<file path="src/rtl/extbus_pkg.sv">
package extbus_pkg;

  localparam int TW = 6;

  typedef struct packed {
    logic [TW-1:0] cyc_time;
    logic [TW-1:0] idle_gap;
    logic [TW-1:0] cs_on;
    logic [TW-1:0] cs_off;
    logic [TW-1:0] adv_on;
    logic [TW-1:0] adv_off;
    logic [TW-1:0] oe_on;
    logic [TW-1:0] oe_off;
    logic [TW-1:0] we_on;
    logic [TW-1:0] we_off;
    logic [TW-1:0] cap_at;
    logic [TW-1:0] wait_at;
    logic          mux_en;
    logic          burst_ok;
    logic          dev8;
    logic          rd_sync;
    logic          wr_sync;
  } cs_timing_t;

  localparam int CFG_W = $bits(cs_timing_t);

  typedef enum logic {ST_IDLE = 1'b0, ST_ACTIVE = 1'b1} seq_state_t;

  // strobe window: high from the on value up to, not including, the off value
  function automatic logic in_window(input logic [TW-1:0] on_v,
                                     input logic [TW-1:0] off_v,
                                     input logic [TW-1:0] c);
    return (c >= on_v) && (c < off_v);
  endfunction

  // last counter value of a beat; a zero cycle time behaves as one cycle
  function automatic logic beat_is_last(input logic [TW-1:0] c,
                                        input logic [TW-1:0] t);
    return ((TW+1)'(c) + (TW+1)'(1)) >= (TW+1)'(t);
  endfunction

  // counter value at which a follow-on beat begins
  function automatic logic [TW-1:0] restart_point(input logic native,
                                                  input logic [TW-1:0] adv_off,
                                                  input logic [TW-1:0] t);
    return (native && (adv_off < t)) ? adv_off : '0;
  endfunction

  function automatic logic native_burst(input cs_timing_t cfg, input logic wr);
    return cfg.burst_ok && !cfg.dev8 && (wr ? cfg.wr_sync : cfg.rd_sync);
  endfunction

endpackage

</file>
<file path="src/rtl/extbus_cfg_sel.sv">
module extbus_cfg_sel
  import extbus_pkg::*;
#(
  parameter int NUM_CS = 4,
  localparam int CS_W = (NUM_CS > 1) ? $clog2(NUM_CS) : 1
) (
  input  logic [NUM_CS*CFG_W-1:0] cfg_flat,
  input  logic [CS_W-1:0]         sel,
  output cs_timing_t              cfg
);

  cs_timing_t words [NUM_CS];

  for (genvar g = 0; g < NUM_CS; g++) begin : g_unpack
    assign words[g] = cs_timing_t'(cfg_flat[g*CFG_W +: CFG_W]);
  end

  always_comb begin
    cfg = words[0];
    for (int i = 0; i < NUM_CS; i++) begin
      if (sel == CS_W'(i)) cfg = words[i];
    end
  end

endmodule

</file>
<file path="src/rtl/extbus_seq_ctrl.sv">
module extbus_seq_ctrl
  import extbus_pkg::*;
#(
  parameter int NUM_CS = 4,
  parameter int ADDR_W = 16,
  parameter int LEN_W  = 4,
  localparam int CS_W = (NUM_CS > 1) ? $clog2(NUM_CS) : 1
) (
  input  logic              clk,
  input  logic              rst_n,
  input  logic              req_valid,
  input  logic              req_write,
  input  logic [CS_W-1:0]   req_cs,
  input  logic [ADDR_W-1:0] req_addr,
  input  logic [LEN_W-1:0]  req_len,
  input  cs_timing_t        sel_cfg,
  input  logic              wait_in,
  output logic              req_ready,
  output logic              active,
  output logic [TW-1:0]     cnt,
  output logic              stall,
  output logic              beat_done,
  output logic [CS_W-1:0]   cur_cs,
  output logic              cur_wr,
  output logic [ADDR_W-1:0] cur_addr,
  output cs_timing_t        cur_cfg
);

  seq_state_t       state;
  logic [LEN_W-1:0] beats_left;
  logic             cur_native;
  logic [TW-1:0]    gap_cnt;
  logic [CS_W-1:0]  last_cs;
  logic             has_last;

  logic accept;
  logic last_val;
  logic advance;
  logic acc_end;

  assign active    = (state == ST_ACTIVE);
  assign last_val  = beat_is_last(cnt, cur_cfg.cyc_time);
  assign stall     = active && (cnt == cur_cfg.wait_at) && wait_in;
  assign advance   = active && !stall;
  assign beat_done = advance && last_val;
  assign acc_end   = beat_done && (beats_left == '0);

  assign req_ready = !active && (!has_last || (req_cs == last_cs) || (gap_cnt == '0));
  assign accept    = req_valid && req_ready;

  always_ff @(posedge clk or negedge rst_n) begin
    if (!rst_n) begin
      state      <= ST_IDLE;
      cnt        <= '0;
      beats_left <= '0;
      cur_native <= 1'b0;
      cur_cs     <= '0;
      cur_wr     <= 1'b0;
      cur_addr   <= '0;
      cur_cfg    <= '0;
      gap_cnt    <= '0;
      last_cs    <= '0;
      has_last   <= 1'b0;
    end else begin
      case (state)
        ST_IDLE: begin
          if (gap_cnt != '0) gap_cnt <= gap_cnt - 1'b1;
          if (accept) begin
            state      <= ST_ACTIVE;
            cnt        <= '0;
            beats_left <= req_len;
            cur_cs     <= req_cs;
            cur_wr     <= req_write;
            cur_addr   <= req_addr;
            cur_cfg    <= sel_cfg;
            cur_native <= native_burst(sel_cfg, req_write);
          end
        end
        ST_ACTIVE: begin
          if (acc_end) begin
            state    <= ST_IDLE;
            gap_cnt  <= cur_cfg.idle_gap;
            last_cs  <= cur_cs;
            has_last <= 1'b1;
          end else if (beat_done) begin
            beats_left <= beats_left - 1'b1;
            cur_addr   <= cur_addr + 1'b1;
            cnt        <= restart_point(cur_native, cur_cfg.adv_off, cur_cfg.cyc_time);
          end else if (advance) begin
            cnt <= cnt + 1'b1;
          end
        end
        default: state <= ST_IDLE;
      endcase
    end
  end

endmodule

</file>
<file path="src/rtl/extbus_strobe_gen.sv">
module extbus_strobe_gen
  import extbus_pkg::*;
#(
  parameter int NUM_CS = 4,
  localparam int CS_W = (NUM_CS > 1) ? $clog2(NUM_CS) : 1
) (
  input  logic              active,
  input  logic              stall,
  input  logic [TW-1:0]     cnt,
  input  logic              cur_wr,
  input  logic [CS_W-1:0]   cur_cs,
  input  logic [TW-1:0]     cs_on,
  input  logic [TW-1:0]     cs_off,
  input  logic [TW-1:0]     adv_on,
  input  logic [TW-1:0]     adv_off,
  input  logic [TW-1:0]     oe_on,
  input  logic [TW-1:0]     oe_off,
  input  logic [TW-1:0]     we_on,
  input  logic [TW-1:0]     we_off,
  input  logic [TW-1:0]     cap_at,
  output logic [NUM_CS-1:0] bus_cs_act,
  output logic              bus_adv,
  output logic              bus_oe,
  output logic              bus_we,
  output logic              rd_valid
);

  logic cs_win;

  assign cs_win = active && in_window(cs_on, cs_off, cnt);

  for (genvar g = 0; g < NUM_CS; g++) begin : g_cs
    assign bus_cs_act[g] = cs_win && (cur_cs == CS_W'(g));
  end

  assign bus_adv  = active && in_window(adv_on, adv_off, cnt);
  assign bus_oe   = active && !cur_wr && in_window(oe_on, oe_off, cnt);
  assign bus_we   = active &&  cur_wr && in_window(we_on, we_off, cnt);
  assign rd_valid = active && !cur_wr && !stall && (cnt == cap_at);

endmodule

</file>
<file path="src/rtl/extbus_bus_mux.sv">
module extbus_bus_mux
  import extbus_pkg::*;
#(
  parameter int ADDR_W = 16,
  parameter int DATA_W = 16
) (
  input  logic              active,
  input  logic [TW-1:0]     cnt,
  input  logic              mux_en,
  input  logic [TW-1:0]     adv_off,
  input  logic              cur_wr,
  input  logic [ADDR_W-1:0] cur_addr,
  input  logic [DATA_W-1:0] wdata,
  input  logic [DATA_W-1:0] bus_din,
  output logic [ADDR_W-1:0] bus_addr,
  output logic [DATA_W-1:0] bus_dout,
  output logic              bus_drv_en,
  output logic [DATA_W-1:0] rd_data
);

  logic addr_phase;

  assign addr_phase = mux_en && (cnt < adv_off);
  assign bus_addr   = mux_en ? '0 : cur_addr;
  assign bus_dout   = addr_phase ? DATA_W'(cur_addr) : wdata;
  assign bus_drv_en = active && (cur_wr || addr_phase);
  assign rd_data    = bus_din;

endmodule

</file>
<file path="src/rtl/extbus_seq.sv">
module extbus_seq
  import extbus_pkg::*;
#(
  parameter int NUM_CS = 4,
  parameter int ADDR_W = 16,
  parameter int DATA_W = 16,
  parameter int LEN_W  = 4,
  localparam int CS_W = (NUM_CS > 1) ? $clog2(NUM_CS) : 1
) (
  input  logic                    clk,
  input  logic                    rst_n,
  input  logic [NUM_CS*CFG_W-1:0] cfg_flat,
  input  logic                    req_valid,
  output logic                    req_ready,
  input  logic                    req_write,
  input  logic [CS_W-1:0]         req_cs,
  input  logic [ADDR_W-1:0]       req_addr,
  input  logic [LEN_W-1:0]        req_len,
  input  logic [DATA_W-1:0]       wdata,
  output logic                    beat_done,
  output logic                    rd_valid,
  output logic [DATA_W-1:0]       rd_data,
  input  logic                    wait_in,
  output logic [NUM_CS-1:0]       bus_cs_act,
  output logic                    bus_adv,
  output logic                    bus_oe,
  output logic                    bus_we,
  output logic [ADDR_W-1:0]       bus_addr,
  output logic [DATA_W-1:0]       bus_dout,
  output logic                    bus_drv_en,
  input  logic [DATA_W-1:0]       bus_din
);

  cs_timing_t        sel_cfg;
  cs_timing_t        cur_cfg;
  logic              active;
  logic              stall;
  logic [TW-1:0]     cnt;
  logic [CS_W-1:0]   cur_cs;
  logic              cur_wr;
  logic [ADDR_W-1:0] cur_addr;

  extbus_cfg_sel #(.NUM_CS(NUM_CS)) cfg_sel_i (
    .cfg_flat (cfg_flat),
    .sel      (req_cs),
    .cfg      (sel_cfg)
  );

  extbus_seq_ctrl #(.NUM_CS(NUM_CS), .ADDR_W(ADDR_W), .LEN_W(LEN_W)) ctrl_i (
    .clk       (clk),
    .rst_n     (rst_n),
    .req_valid (req_valid),
    .req_write (req_write),
    .req_cs    (req_cs),
    .req_addr  (req_addr),
    .req_len   (req_len),
    .sel_cfg   (sel_cfg),
    .wait_in   (wait_in),
    .req_ready (req_ready),
    .active    (active),
    .cnt       (cnt),
    .stall     (stall),
    .beat_done (beat_done),
    .cur_cs    (cur_cs),
    .cur_wr    (cur_wr),
    .cur_addr  (cur_addr),
    .cur_cfg   (cur_cfg)
  );

  extbus_strobe_gen #(.NUM_CS(NUM_CS)) strobe_i (
    .active     (active),
    .stall      (stall),
    .cnt        (cnt),
    .cur_wr     (cur_wr),
    .cur_cs     (cur_cs),
    .cs_on      (cur_cfg.cs_on),
    .cs_off     (cur_cfg.cs_off),
    .adv_on     (cur_cfg.adv_on),
    .adv_off    (cur_cfg.adv_off),
    .oe_on      (cur_cfg.oe_on),
    .oe_off     (cur_cfg.oe_off),
    .we_on      (cur_cfg.we_on),
    .we_off     (cur_cfg.we_off),
    .cap_at     (cur_cfg.cap_at),
    .bus_cs_act (bus_cs_act),
    .bus_adv    (bus_adv),
    .bus_oe     (bus_oe),
    .bus_we     (bus_we),
    .rd_valid   (rd_valid)
  );

  extbus_bus_mux #(.ADDR_W(ADDR_W), .DATA_W(DATA_W)) bus_i (
    .active     (active),
    .cnt        (cnt),
    .mux_en     (cur_cfg.mux_en),
    .adv_off    (cur_cfg.adv_off),
    .cur_wr     (cur_wr),
    .cur_addr   (cur_addr),
    .wdata      (wdata),
    .bus_din    (bus_din),
    .bus_addr   (bus_addr),
    .bus_dout   (bus_dout),
    .bus_drv_en (bus_drv_en),
    .rd_data    (rd_data)
  );

endmodule

</file>
<file path="config.mk">
export PLATFORM = sky130hd
export DESIGN_NAME = extbus_seq
export DESIGN_NICKNAME = d
export VERILOG_FILES = /design/src/rtl/extbus_pkg.sv /design/src/rtl/extbus_cfg_sel.sv /design/src/rtl/extbus_seq_ctrl.sv /design/src/rtl/extbus_strobe_gen.sv /design/src/rtl/extbus_bus_mux.sv /design/src/rtl/extbus_seq.sv
export SDC_FILE = /design/constraint.sdc
export NUM_CORES = 1
export LEC_CHECK = 0
export BUFFER_PORTS_ARGS = -buffer_cell sky130_fd_sc_hd__buf_2
export CAP_MARGIN = 20
export CELL_PAD_IN_SITES_DETAIL_PLACEMENT = 0
export CELL_PAD_IN_SITES_GLOBAL_PLACEMENT = 1
export CORE_ASPECT_RATIO = 2
export CORE_MARGIN = 10
export CORE_UTILIZATION = 37
export DETAILED_ROUTE_END_ITERATION = 10
export PLACE_DENSITY = 0.88
export RECOVER_POWER = 25
export SLEW_MARGIN = 20
export SYNTH_ARGS = -nofsm -noshare
export SYNTH_HDL_FRONTEND = slang
export SYNTH_SLANG_ARGS = --single-unit
</file>
<file path="constraint.sdc">
create_clock -name clk -period 8.1 [get_ports clk]
set_input_delay 0.81 -clock clk [delete_from_list [all_inputs] [get_ports clk]]
set_output_delay 0.81 -clock clk [all_outputs]
set_load 0.01 [all_outputs]
</file>
==> Word level (Yosys, flattened, before mapping) <==
Cells that the tools add are included.
{ "totals": {"regBits": 113, "out_inout_bits": 59, "in_bits": 367} }
{ "classes": {"bitwise": 1, "muxes": 26, "reduce_logical": 45, "eq_ne": 15, "n_lt_le_gt_ge": 10, "addsub": 5} }
{ "op_table": {"columns": ["cell", "n"], "rows": [
  ["77-bit 2-to-1 mux", 3],
  ["16-bit 2-to-1 mux", 5],
  ["6-bit 2-to-1 mux", 7],
  ["16-bit one-hot mux with 2 select lines", 1],
  ["6-bit < comparator", 5],
  ["1-bit logical AND", 28],
  ["6-bit >= comparator", 4],
  ["6-bit one-hot mux with 2 select lines", 2],
  ["16-bit by 1-bit adder with 16-bit output (second input constant)", 1],
  ["6-bit equality test", 2],
  ["4-bit 2-to-1 mux", 3],
  ["2-bit equality test (second input constant)", 4],
  ["4-bit one-hot mux with 2 select lines", 1],
  ["6-bit by 1-bit adder with 7-bit output (second input constant)", 1],
  ["7-bit by 6-bit >= comparator with 1-bit output", 1],
  ["6-bit by 1-bit adder with 6-bit output (second input constant)", 1],
  ["6-bit logical NOT", 1],
  ["2-bit by 1-bit inequality test with 1-bit output (second input constant)", 3],
  ["2-bit AND reduction", 3],
  ["3-bit AND reduction", 2],
  ["6-bit nonzero test", 1],
  ["6-bit by 1-bit subtractor with 6-bit output (second input constant)", 1],
  ["1-bit logical NOT", 5],
  ["2-bit by 1-bit equality test with 1-bit output (second input constant)", 2],
  ["10 further kinds", 15]
]} }

==> Depth between registers and ports, before layout <==
{ "depth": {"ltp_word": 9, "ltp_mapped": 11, "mapped_depth_nobuf": 9} }

==> Modules after synthesis <==
Synthesis repeated with hierarchy kept, for this count alone.
{ "hier_totals": {"hier_cells": 954, "area_unflattened_um2": 9456.6} }
{ "modules_own_cells": {"columns": ["mod", "cells_per_inst", "instances", "area_each_um2"], "rows": [
  ["extbus_seq_ctrl", 631, 1, 5763.0],
  ["extbus_cfg_sel", 95, 1, 1895.6],
  ["extbus_strobe_gen", 158, 1, 1178.6],
  ["extbus_bus_mux", 70, 1, 619.3]
]} }

==> Worst setup path after synthesis <==
Ideal clock, no wire load.
{ "synth_path": {"kind": "reg2out", "from": "register ctrl_i.cnt[1]", "to": "output beat_done", "n_path_buf": 1, "path_slack_ps": 4994, "arrival_ps": 2296, "t_required_ps": 7290, "stages_incl_launch_ff": 9, "cell_sequence": "dfrtp_1 -> ha_1 -> and3_4 -> xor2_1 -> ha_1 -> a21oi_1 -> o221ai_4 -> clkbuf_1 -> nor2b_1"} }
{ "synth_between": {"elab_chain_cells": 6, "word_cells_on_any_way": 8, "classes_between": "add/sub (1); order compare (1); eq/ne (1); reduce/logical (5)"} }
{ "synth_rtl": {"columns": ["item", "line_no", "rtl"], "rows": [
  ["from (decl)", "extbus_seq_ctrl.sv:20", "output logic [TW-1:0] cnt,"],
  ["from (signal assigned)", "extbus_seq_ctrl.sv:88", "cnt <= restart_point(cur_native, cur_cfg.adv_off, cur_cfg.cyc_time);"],
  ["from (signal assigned)", "extbus_seq_ctrl.sv:90", "cnt <= cnt + 1'b1;"],
  ["branches (longest 5 deep; another with 6-bit by 1-bit adder with 7-bit output)", null, null],
  ["1-bit logical AND (*)", "extbus_seq_ctrl.sv:45", "assign beat_done = advance && last_val;"],
  ["to (decl)", "extbus_seq.sv:20", "output logic beat_done,"]
]} }
Mark *: on every way between the ends.

==> Worst setup path in the final report <==
{ "layout_path": {"from": "register ctrl_i.cnt[4]", "to": "output bus_dout[14]"} }
{ "layout_between": {"elab_chain_cells": 3} }
{ "layout_rtl": {"columns": ["item", "line_no", "rtl"], "rows": [
  ["6-bit < comparator", "extbus_bus_mux.sv:23", "assign addr_phase = mux_en && (cnt < adv_off);"],
  ["1-bit logical AND", "extbus_bus_mux.sv:23", null],
  ["16-bit 2-to-1 mux", "extbus_bus_mux.sv:25", "assign bus_dout = addr_phase ? DATA_W'(cur_addr) : wdata;"],
  ["to (decl)", "extbus_seq.sv:29", "output logic [DATA_W-1:0] bus_dout,"]
]} }
No other way between the ends.

==> results.sh <==
export IMPL_run_status="finished with violations"
export IMPL_failed_checks="capacitance limit, slew limit"
export IMPL_setup_worst_path_start_class="flip-flop"
export IMPL_unrepaired_setup_endpoints_after_global_routing="no"
export IMPL_cts_hold_buffers_added=0
export IMPL_core_rowCount=79
export IMPL_fp_dieW_um=128.9
export IMPL_timing_clock_skew_ps=6.248
export IMPL_slew_viol_final=39
export IMPL_ys_warn_count=0
export IMPL_synth_area_leaders="sky130_fd_sc_hd__dfrtp_1 (32%), sky130_fd_sc_hd__mux4_2 (19%), sky130_fd_sc_hd__ha_1 (8.6%)"
export IMPL_global_route_overflow_total=0
export IMPL_drive_above_1_share=0.4258
export IMPL_nNetsFinal=1661
export IMPL_worstMarginPinSlew_ps=2082
export IMPL_dpl_cell_count=1497
export IMPL_port_buffers=393
export IMPL_arrival_time_worst_endpoint_ps=3140
export IMPL_synth_lib_cells_used_distinct=62
export IMPL_synth_area_per_cell_um2=9.886
export IMPL_synth_edf_count=0
export IMPL_cts_root_buffer_cell="sky130_fd_sc_hd__clkbuf_16"
export IMPL_finalNonFillerCells=1533
export IMPL_report_final_setup_viol=0
export IMPL_layer_with_the_highest_usage_after_global_routing="met2"
export IMPL_clock_tree_buffer_depth=2
export IMPL_netlist_area_um2=8778
export IMPL_floorplan_die_height_um=237.8
export IMPL_ant_nets=0
export IMPL_gr_usage_met1=0.2160
export IMPL_path_max_fanout=17
export IMPL_global_route_usage_met2=0.3874
export IMPL_detail_route_wl_per_cell_um=21.35
export IMPL_synth_main_ff_cell="sky130_fd_sc_hd__dfrtp_1"
export IMPL_timing_slew_headroom=-0.3881
export IMPL_synth_cells=888
export IMPL_clock_sinks=113
export IMPL_postCtsSetupRepairBufs=0
export IMPL_die_area_um2=30660
export IMPL_drt_total_wl_um=32730
export IMPL_maxClockFrequency_mhz=253.2
export IMPL_detailed_place_hpwl_um=26620
export IMPL_num_vias=8160
export IMPL_grt_max_degree=102
export IMPL_detailed_route_iter0_violations=595
export IMPL_flow_area_growth_from_synthesis_pct=30.49
export IMPL_wire_length_of_the_first_global_routing_pass_um=49550
export IMPL_static_leakage_power_nw=5.680
export IMPL_dr_pass1_iters=5
export IMPL_floorplan_initialDensity=0.3763
export IMPL_globalRouteMet3Util=0.04397
export IMPL_fin_setup_tns_ps=0
export IMPL_synth_net_count=1315
export IMPL_drc=0
export IMPL_number_of_filler_cells_placed_in_the_layout=2218
export IMPL_final_critical_delay_including_setup_and_external_delays_ps=3950
export IMPL_final_worst_path_cycle_share=0.4877
export IMPL_post_synth_most_frequent_cells="sky130_fd_sc_hd__nand2_1 (170), sky130_fd_sc_hd__dfrtp_1 (113), sky130_fd_sc_hd__mux4_2 (74)"
export IMPL_antenna_found_initial=3
export IMPL_asyncSetResetFlopFracSynth=1.000
export IMPL_timing_final_hold_violations=0
export IMPL_synth_top_area_cell="sky130_fd_sc_hd__dfrtp_1"
export IMPL_cts_buffers_inserted=17
export IMPL_yosysMostFrequentCell="sky130_fd_sc_hd__nand2_1"
export IMPL_clock_tree_htree_level_count=4
export IMPL_clk_insertion_delay_late_ps=420
export IMPL_synthesized_flop_and_latch_total=113
export IMPL_groute_usage_overall=0.2090
export IMPL_power_density_nw_per_um2=244.0
export IMPL_clk_pin_slew_ps=50
export IMPL_cts_resized=0
export IMPL_synth_top_cell_area_share=0.3221
export IMPL_maxCapViolations=1
export IMPL_ys_seq_area_frac=0.3221
export IMPL_grt_pass1_vias=8844
export IMPL_crit_path_end_kind="output port"
export IMPL_hold_path_class="reg -> reg"
export IMPL_cts_tree="done"
export IMPL_gpl_congestion=0.9297
export IMPL_critPathRequiredTime_ps=7290
export IMPL_ioPinCount=426
export IMPL_core_area_um2=23330
export IMPL_power_total_w=0.002795
export IMPL_detail_route_vias_per_cell=5.323
export IMPL_vdd_drop_max_mv=0.1769
export IMPL_criticalPathCategory="reg -> out"
routing by layer:
layer / wire length, um / vias to the layer above
li1: - / 3889
met1: 11450 / 3885
met2: 18160 / 322
met3: 1945 / 64
met4: 1179 / 0
met5: 0 / -
cell type report:
| class | count | area (um^2) | area share |
|---|---|---|---|
| flip-flops and latches | 113 | 2828 | 0.2469 |
| repair buffers | 401 | 2047 | 0.1787 |
| inverters | 63 | 236.5 | 0.02064 |
| multi-input cells | 638 | 5310 | 0.4636 |
| clock buffers | 22 | 494.2 | 0.04315 |
| well taps | 283 | 354.1 | 0.03091 |
| diodes | 3 | 7.507 | 0.0006554 |
| clock inverters | 10 | 177.7 | 0.01551 |
where the power goes:
part	internal [W]	switching, W
clock network	0.000584	0.000267
logic	0.000525	0.000586
registers	0.000672	0.000160
critical path: stages (launching register included):
cell and delay [ps]:
sky130_fd_sc_hd__dfrtp_1 750, sky130_fd_sc_hd__ha_1 370, sky130_fd_sc_hd__a21o_1 180, sky130_fd_sc_hd__a21oi_1 140, sky130_fd_sc_hd__o21a_1 200, sky130_fd_sc_hd__nand2_1 470
sky130_fd_sc_hd__mux2_2 460, sky130_fd_sc_hd__buf_2 140
placed cells by master (no fill, tap or decap), types with 14 or more instances in the layout:
cell type                     n
sky130_fd_sc_hd__mux4_2      74
sky130_fd_sc_hd__clkbuf_16   17
sky130_fd_sc_hd__o21ai_0     64
sky130_fd_sc_hd__a21oi_1     28
sky130_fd_sc_hd__dfrtp_1    113
sky130_fd_sc_hd__ha_1        60
sky130_fd_sc_hd__nand3_1     23
sky130_fd_sc_hd__buf_2      390
sky130_fd_sc_hd__xnor2_1     15
sky130_fd_sc_hd__nor2_1      21
sky130_fd_sc_hd__inv_1       63
sky130_fd_sc_hd__nand2b_1    14
sky130_fd_sc_hd__mux2_2      16
sky130_fd_sc_hd__nand2_1    170
sky130_fd_sc_hd__nor2b_1     20
stage by stage:
stage	util	instance area (um^2)	hold slack, ps	setup slack (ps)
floorplan	-	8778	440.1	4994
finish	0.4910	11450	487.5	4150
global route	0.4910	11450	514.3	3940
CTS	0.4899	11430	369.7	4101
global placement	0.4611	10760	465.9	4375
detailed placement	0.4611	10760	476.9	4269
registers in the layout, indices dropped and copies added (netlist names):
name,flops
ctrl_i.active,1
ctrl_i.beats_left,4
ctrl_i.cnt,6
ctrl_i.cur_addr,16
ctrl_i.cur_cfg,73
ctrl_i.cur_cs,2
ctrl_i.cur_native,1
ctrl_i.cur_wr,1
ctrl_i.gap_cnt,6
ctrl_i.has_last,1
ctrl_i.last_cs,2
cell families (layout without fill, tap and decap cells):
group / count (synthesis) / in the layout / synth area share
AO/OA/AOI/OAI: 174 / 174 / 0.1317
XOR/XNOR: 22 / 22 / 0.02195
adder cells (fa/ha/maj): 60 / 60 / 0.08552
buffers and inverters: 137 / 496 / 0.07426
flip-flops: 113 / 113 / 0.3221
multiplexers: 94 / 94 / 0.2149
other: 0 / 3 / 0
AND/OR/NAND/NOR: 288 / 288 / 0.1495
worst paths after layout:
| check | start | to | slack (ps) | cells past startpoint |
|---|---|---|---|---|
| worst max-delay path | ctrl_i.cnt[4] | bus_dout[14] | 4150 | 7 |
| worst min-delay path | ctrl_i.cur_cfg[47] | ctrl_i.cur_cfg[47] | 490 | 2 |
| worst max register to register | ctrl_i.cnt[1] | ctrl_i.beats_left[2] | 4240 | 9 |
| worst min register to register | ctrl_i.cur_cfg[47] | ctrl_i.cur_cfg[47] | 490 | 2 |
| max in group asynchronous | rst_n | ctrl_i.cur_cfg[15] | 4960 | 3 |
| min in group asynchronous | rst_n | ctrl_i.cur_cfg[34] | 980 | 1 |
No activity file was read; power rests on OpenSTA's default activity.
